## src/rtl/sdf_irq_flags.sv

```systemverilog
module sdf_irq_flags #(
  parameter int NCH = 4,
  parameter int AW  = 2
) (
  input  logic              clk,
  input  logic              rst_n,
  input  logic              bus_we,
  input  logic [AW-1:0]     bus_addr,
  input  logic [31:0]       bus_wdata,
  output logic [31:0]       bus_rdata,
  input  logic [6*NCH-1:0]  flag_en,
  input  logic [NCH-1:0]    ev_drdy,
  input  logic [NCH-1:0]    ev_ovf,
  input  logic [NCH-1:0]    ev_ack,
  input  logic [NCH-1:0]    ev_modf,
  input  logic [NCH-1:0]    ev_cmp1,
  input  logic [NCH-1:0]    ev_cmp2,
  output logic              irq_n
);
  localparam int FW   = 6*NCH;
  localparam int DW   = 32;
  localparam int MBIT = DW-1;
  localparam logic [AW-1:0] FLAG_ADDR = AW'(0);
  localparam logic [AW-1:0] CLR_ADDR  = AW'(1);

  logic [FW-1:0] set_v, clr_v, flag_q, flag_d;
  logic m_q, m_d, m_set, m_clr, clr_pend_q, irq_q, clr_hit, new_rise, rearm;
  logic unused_wbits;

  for (genvar c = 0; c < NCH; c++) begin : g_map
    assign set_v[2*c]       = ev_cmp1[c];
    assign set_v[2*c+1]     = ev_cmp2[c];
    assign set_v[2*NCH+c]   = ev_modf[c];
    assign set_v[3*NCH+c]   = ev_ack[c];
    assign set_v[4*NCH+c]   = ev_ovf[c];
    assign set_v[5*NCH+c]   = ev_drdy[c];
  end

  assign clr_hit  = bus_we && (bus_addr == CLR_ADDR);
  assign clr_v    = clr_hit ? bus_wdata[FW-1:0] : '0;
  assign m_clr    = clr_hit && bus_wdata[MBIT];
  assign new_rise = |(set_v & ~flag_q & flag_en);
  assign rearm    = clr_pend_q && |(flag_q & flag_en);
  assign m_set    = new_rise || rearm;
  assign m_d      = m_set || (m_q && !m_clr);
  assign flag_d   = set_v | (flag_q & ~clr_v);
  assign unused_wbits = &{1'b0, bus_wdata[MBIT-1:FW]};

  always_ff @(posedge clk or negedge rst_n) begin
    if (!rst_n) begin
      flag_q     <= '0;
      m_q        <= 1'b0;
      clr_pend_q <= 1'b0;
      irq_q      <= 1'b1;
    end else begin
      flag_q     <= flag_d;
      m_q        <= m_d;
      clr_pend_q <= m_clr && m_q && !m_set;
      irq_q      <= !(m_set && !m_q);
    end
  end

  assign irq_n     = irq_q;
  assign bus_rdata = (bus_addr == FLAG_ADDR) ? {m_q, {(DW-1-FW){1'b0}}, flag_q} : '0;

  for (genvar i = 0; i < FW; i++) begin : g_chk
    a_r2_set_wins: assert property (@(posedge clk) disable iff (!rst_n)
      set_v[i] |=> flag_q[i]);
    a_r1_clear_takes: assert property (@(posedge clk) disable iff (!rst_n)
      (clr_v[i] && !set_v[i]) |=> !flag_q[i]);
  end

  a_r9_pulse_one_cycle: assert property (@(posedge clk) disable iff (!rst_n)
    !irq_n |=> irq_n);
  a_r9_pulse_on_rise: assert property (@(posedge clk) disable iff (!rst_n)
    $rose(m_q) |-> !irq_n);
  a_r8_rearm: assert property (@(posedge clk) disable iff (!rst_n)
    (m_q && m_clr && !new_rise && |(flag_d & flag_en)) |=> (!m_q ##1 m_q));
  a_r5_clear_reads_zero: assert property (@(posedge clk) disable iff (!rst_n)
    (bus_addr == CLR_ADDR) |-> (bus_rdata == '0));
endmodule

```

## config.mk

```make
export PLATFORM = sky130hd
export DESIGN_NAME = sdf_irq_flags
export DESIGN_NICKNAME = d
export VERILOG_FILES = /design/src/rtl/sdf_irq_flags.sv
export SDC_FILE = /design/constraint.sdc
export NUM_CORES = 1
export LEC_CHECK = 0
export ABC_AREA = 1
export CAP_MARGIN = 10
export CELL_PAD_IN_SITES_DETAIL_PLACEMENT = 2
export CELL_PAD_IN_SITES_GLOBAL_PLACEMENT = 2
export CORE_MARGIN = 4
export CORE_UTILIZATION = 19
export DETAILED_ROUTE_END_ITERATION = 6
export GPL_TIMING_DRIVEN = 1
export PLACE_DENSITY_LB_ADDON = 0.1
export SETUP_SLACK_MARGIN = 0.5
export SLEW_MARGIN = 25
export SYNTH_ARGS = -nofsm -noshare
export SYNTH_HDL_FRONTEND = slang
export SYNTH_SLANG_ARGS = --single-unit
```

## constraint.sdc

```tcl
create_clock -name clk -period 2.1 [get_ports clk]
set_clock_uncertainty 0.15 [all_clocks]
set_input_delay 0.21 -clock clk [delete_from_list [all_inputs] [get_ports clk]]
set_output_delay 0.21 -clock clk [all_outputs]
set_load 0.05 [all_outputs]
```

==> results of run 1 <==
## per-layer routing
metal | up-vias | track usage | routed length, µm
li1 | 956 | - | -
met1 | 895 | 0.167 | 2970
met2 | 62 | 0.230 | 3400
met3 | 2 | 0.0315 | 466
met4 | 0 | 0.0149 | 19
met5 | - | 0 | 0
## power by group
group,leakage (nW),switching (W),internal (W)
clock network,0.0217,0.000190,0.000135
registers,0.253,0.0000175,0.000541
logic,1.20,0.000295,0.000257
## registers in the layout (all words and copies together) (netlist names)
signal / count
irq_n: 1
m_q: 1
flag_q: 24
clr_pend_q: 1
## stage by stage
step	power, W	utilization
6_report	0.00144	0.358
5_1_grt	0.00153	0.358
4_1_cts	0.00147	0.358
3_5_place_dp	0.00106	0.319
3_3_place_gp	0.00106	0.319
2_1_floorplan	0.000810	-
## cells in the mapped netlist (all sizes together)
cell type / number / area [µm²]
conb: 1 / 3.75
dfstp: 1 / 26.3
nand3: 29 / 200
a21o: 24 / 181
nand2: 79 / 299
inv: 28 / 105
nor2: 40 / 158
dfrtp: 26 / 651
buf: 12 / 86.3
nand3b: 1 / 7.51
or2: 1 / 6.26
## worst max-delay path, stage by stage
cell and delay, ps:
buf_2 100, or2_4 320, buf_12 150, buf_16 140, nor2_4 100, buf_6 150
## cells by family after synthesis
logic type / count (synthesis)
other cells: 1
flops: 27
compound gates: 24
buf+inv: 40
simple gates: 150
## what timing repair did
item,4_1_cts,5_1_grt
hold buffers,1,0
setup endpoints to repair,25,0
endpoints found under the hold margin,26,0
buffers inserted,1,0
resized for setup,67,0
## worst paths after layout
kind / startpoint / endpoint / slack, ps
worst min-delay path: bus_addr[0] / flag_q[0] / 250
min in group asynchronous: rst_n / flag_q[3] / 350
worst max-delay path: bus_addr[1] / bus_rdata[9] / 560
worst min register to register: flag_q[5] / flag_q[5] / 370
worst max register to register: flag_q[22] / clr_pend_q / 720
max in group asynchronous: rst_n / flag_q[12] / 1020
## placed cells by master, fill, tap and decap left out, drive strengths merged
cell type       n
a21o           24
buf            35
clkbuf          3
clkdlybuf4s50  74
clkinvlp        1
conb            7
dfrtp          26
dfstp           1
dlygate4sd3     1
inv            28
nand2          79
nand3          29
nand3b          1
nor2           40
or2             1
## area by class of cell
class | instances | area (µm²) | area share
sequential | 27 | 677 | 0.216
clock inverter | 1 | 7.51 | 0.00239
inverter | 28 | 105 | 0.0335
clock buffer | 3 | 41.3 | 0.0132
tap | 108 | 135 | 0.0431
timing repair buffer | 110 | 1200 | 0.382
multi-input combinational | 181 | 973 | 0.310
==> results.tsv, run 1 <==
metric	value	unit
post_synth.cell_area_avg	7.12	µm²
nFillCells	1000	
ant_nets	0	
grt_max_degree	28	
dieArea	10700	µm²
io_pins	118	
clkTransAtPathRegs	110	ps
synth_compound_gate_area_share	0.105	
syn_area	1720	µm²
cts_tree	done	
hold_viol_final	0	
nets	436	
antenna_cells	0	
max-vdd-ir-drop	0.000200	V
setup_violations	0	
drt_wl_total	6860	µm
ys_seq_area_frac	0.393	
area_growth	81.9	%
wl_per_cell	15.0	µm
clk_latency	290	ps
dp_hpwl	5300	µm
whs	254	ps
syn_inst	242	
synth_fa_ha_area_frac	0	
die_h	103	µm
maxSlewHeadroom	0.538	
synthSimpleGateAreaFrac	0.389	
synth_top_family_by_area	simple AND/OR/NAND/NOR gates	
drive_above_1_share	0.300	
maxSlewViolCount	0	
via_count	1915	
portBuffers	103	
p_leak	1.47	nW
cts_made_buffers	3	
whs_path_depth	5	
clock-sinks	27	
grt_use_total	0.130	
rows	34	
first_pass_iters	3	
fmax	0.647	GHz
critPathRequiredTime	1740	ps
synth_seq_cells	27	
finalCriticalPeriod	1540	ps
rsz0062_at_grt	no	
clock-root-buffer	clkbuf_8	
end_kind	output port	
grt_pass1_wl	10700	µm
fp.dieW	103	µm
synth_xor_area_frac	0	
post-route-period-util	0.736	
arrival	1180	ps
stdcell_count	458	
drc	0	
hp-class	in -> reg	
stdcell_area	3140	µm²
path_class	in -> out	
initial_core_util	0.197	
finalWorstSetupSlack	555	ps
htree_levels	1	
placed_cells	449	
status	finished clean	
setup_tns	0	ps
drv_cap	0	
p_per_area	458	nW/µm²
core_area	8760	µm²
drt_iter0_markers	9	
antenna_found_initial	0	
worst_pin_slew	693	ps
startpoint_type	input port	
reg2reg_depth	9	
yosysUniqueCellTypes	18	
clk_path_buf_depth	2	
muxShareOfSynthArea	0	
viasPerCell	4.18	
placed_area	2800	µm²
cp_max_fo	6	
post-place-ws	333	ps
place_congestion	0.718	
grt_pass1_vias	2211	
grt_overflow_total	0	
synth_warnings	0	
Power figures use the tool's default switching activity.
==> inputs of run 2 (changes only) <==
Settings changed: CORE_UTILIZATION 19 to 17.
Clock period 2.1 ns to 1.5 ns, I/O delays scaled along.
==> run 2 against run 1 <==
The flow now finishes with violations (hold timing). Register-to-register slack lost 550 ps. Flip-flop and latch count unchanged. Combinational power is 75% higher. Routed wire length up 11%. Largest power group is now combinational cells.
==> results.tsv, run 2 (synthesized netlist as in run 1, its figures left out) <==
metric	value	unit	change
startpoint_type	input port		
clock-root-buffer	clkbuf_8		
reg2reg_slack	170	ps	-550 ps
fp.dieW	109	µm	+5.3%
setup_violations	0		unchanged
place_congestion	0.684		-4.6%
hp-class	in -> async		
cp_num_buf_inv	3		-1
die_h	109	µm	+5.3%
grt_use_total	0.129		-0.00140
portBuffers	103		unchanged
reg2reg_depth	8		-1
initial_core_util	0.176		-0.0212
drt_wl_total	7610	µm	+11%
nFillCells	1113		+11%
largest-register	flag_q		
drt_iter0_markers	19		+10
status	finished, violations left		
arrival	1030	ps	-150 ps
antenna_cells	0		unchanged
max-vdd-ir-drop	0.000344	V	+73%
drive_above_1_share	0.378		+0.0777
fmax	0.750	GHz	
crit_slowest_cell	or2_4		
post-route-period-util	0.889		
crit_family	simple AND/OR/NAND/NOR gates		
htree_levels	1		unchanged
r2r-end	m_q		
p_leak	1.64	nW	+11%
grt_overflow_total	0		unchanged
drc	0		unchanged
drv_cap	0		unchanged
grt_pass1_vias	2183		-1.3%
power	0.00219	W	+53%
rr_startpoint	flag_q[17]		
p_per_area	591	nW/µm²	+29%
critPathRequiredTime	1200	ps	-540 ps
finalCriticalPeriod	1330	ps	
failed_checks	hold timing		
cts_tree	done		
layout_commonest_cell	clkdlybuf4s50_1		
cts_made_buffers	3		unchanged
clock-sinks	27		unchanged
whs	-375	ps	-629 ps
dieArea	11800	µm²	+11%
finalWorstSetupSlack	166	ps	-389 ps
first_pass_iters	2		-1
maxSlewViolCount	0		unchanged
wl_per_cell	15.2	µm	+1.5%
end_kind	output port		
clkTransAtPathRegs	100	ps	about the same
rows	36		+5.9%
clk_latency	280	ps	about the same
io_pins	118		unchanged
regArea	677	µm²	unchanged
final_core_util	0.377		+0.0192
antenna_found_initial	0		unchanged
cp_max_fo	7		+1
area_growth	115	%	
via_count	2002		+4.5%
slowest_delay	320	ps	about the same
nets	454		+4.1%
multi_input_area	1110	µm²	+14%
ant_nets	0		unchanged
path_cells	buf_6 > or2_4 > buf_12 > nor2_4 > buf_12		
crit_top_cell	buf_12		
viasPerCell	4.00		-4.4%
final_cell_mix	clkdlybuf4s50_1, nand2_1, buf_12, nor2_4, dfrtp_1		
clk_path_buf_depth	2		unchanged
grt_max_degree	16		-43%
rsz0062_at_grt	yes		
grt_pass1_wl	11800	µm	+10%
path_class	in -> out		
post-place-ws	-258	ps	-591 ps
core_area	9820	µm²	+12%
hold_viol_final	26		+26
dp_hpwl	6060	µm	+14%
largest_reg_flops	24		unchanged
-- run 2: worst register-to-register path, delay by kind of cell, from the launching register on --
kind,cells,cell delay [ps]
DFF,1,420
and+or+nand+nor,8,650
-- run 2: cell type report --
class / instances / share of cell area
repair buffers: 128 / 0.430
flip-flops and latches: 27 / 0.183
well taps: 133 / 0.0449
inverters: 28 / 0.0291
clock buffers: 4 / 0.0122
multi-input cells: 181 / 0.301
-- run 2: worst max path at each step --
| stage | from | to | slack (ps) | cells past startpoint |
|---|---|---|---|---|
| after global placement | bus_addr[0] | bus_rdata[23] | -200 | 5 |
| after floorplan | bus_addr[0] | bus_rdata[10] | 240 | 4 |
| final | bus_addr[0] | bus_rdata[19] | 170 | 5 |
| after CTS | flag_q[19] | clr_pend_q | 140 | 9 |
| after global routing | flag_q[21] | m_q | 50 | 8 |
| after detailed placement | bus_addr[0] | bus_rdata[23] | -260 | 5 |
-- run 2: metal layers --
metal / up-vias / track usage / wire length, µm
li1: 995 / - / -
met1: 950 / 0.158 / 3080
met2: 55 / 0.237 / 4070
met3: 2 / 0.0308 / 430
met4: 0 / 0.0135 / 31
met5: - / 0 / 0
-- run 2: per-stage QoR --
| stage | hold slack [ps] | TNS (ps) | instances | cell area (µm²) |
|---|---|---|---|---|
| finish | -375 | 0 | 501 | 3700 |
| global route | -362 | 0 | 501 | 3700 |
| CTS | -369 | 0 | 493 | 3630 |
| detailed placement | -49.0 | -6610 | 479 | 3390 |
| global placement | -55.3 | -4800 | 479 | 3390 |
| floorplan | -296 | 0 | 248 | 1950 |
-- run 2: timing repair --
action	CTS	global route
endpoints found under the hold margin	26	26
setup buffers	7	8
pin swaps	27	8
gates resized for setup	30	10
cloned	3	0
setup endpoints to repair	53	50
-- run 2: power breakdown --
part | switching, W | internal, W
clock network | 0.000252 | 0.000191
registers | 0.0000253 | 0.000758
logic | 0.000467 | 0.000497
total | 0.000744 | 0.00145
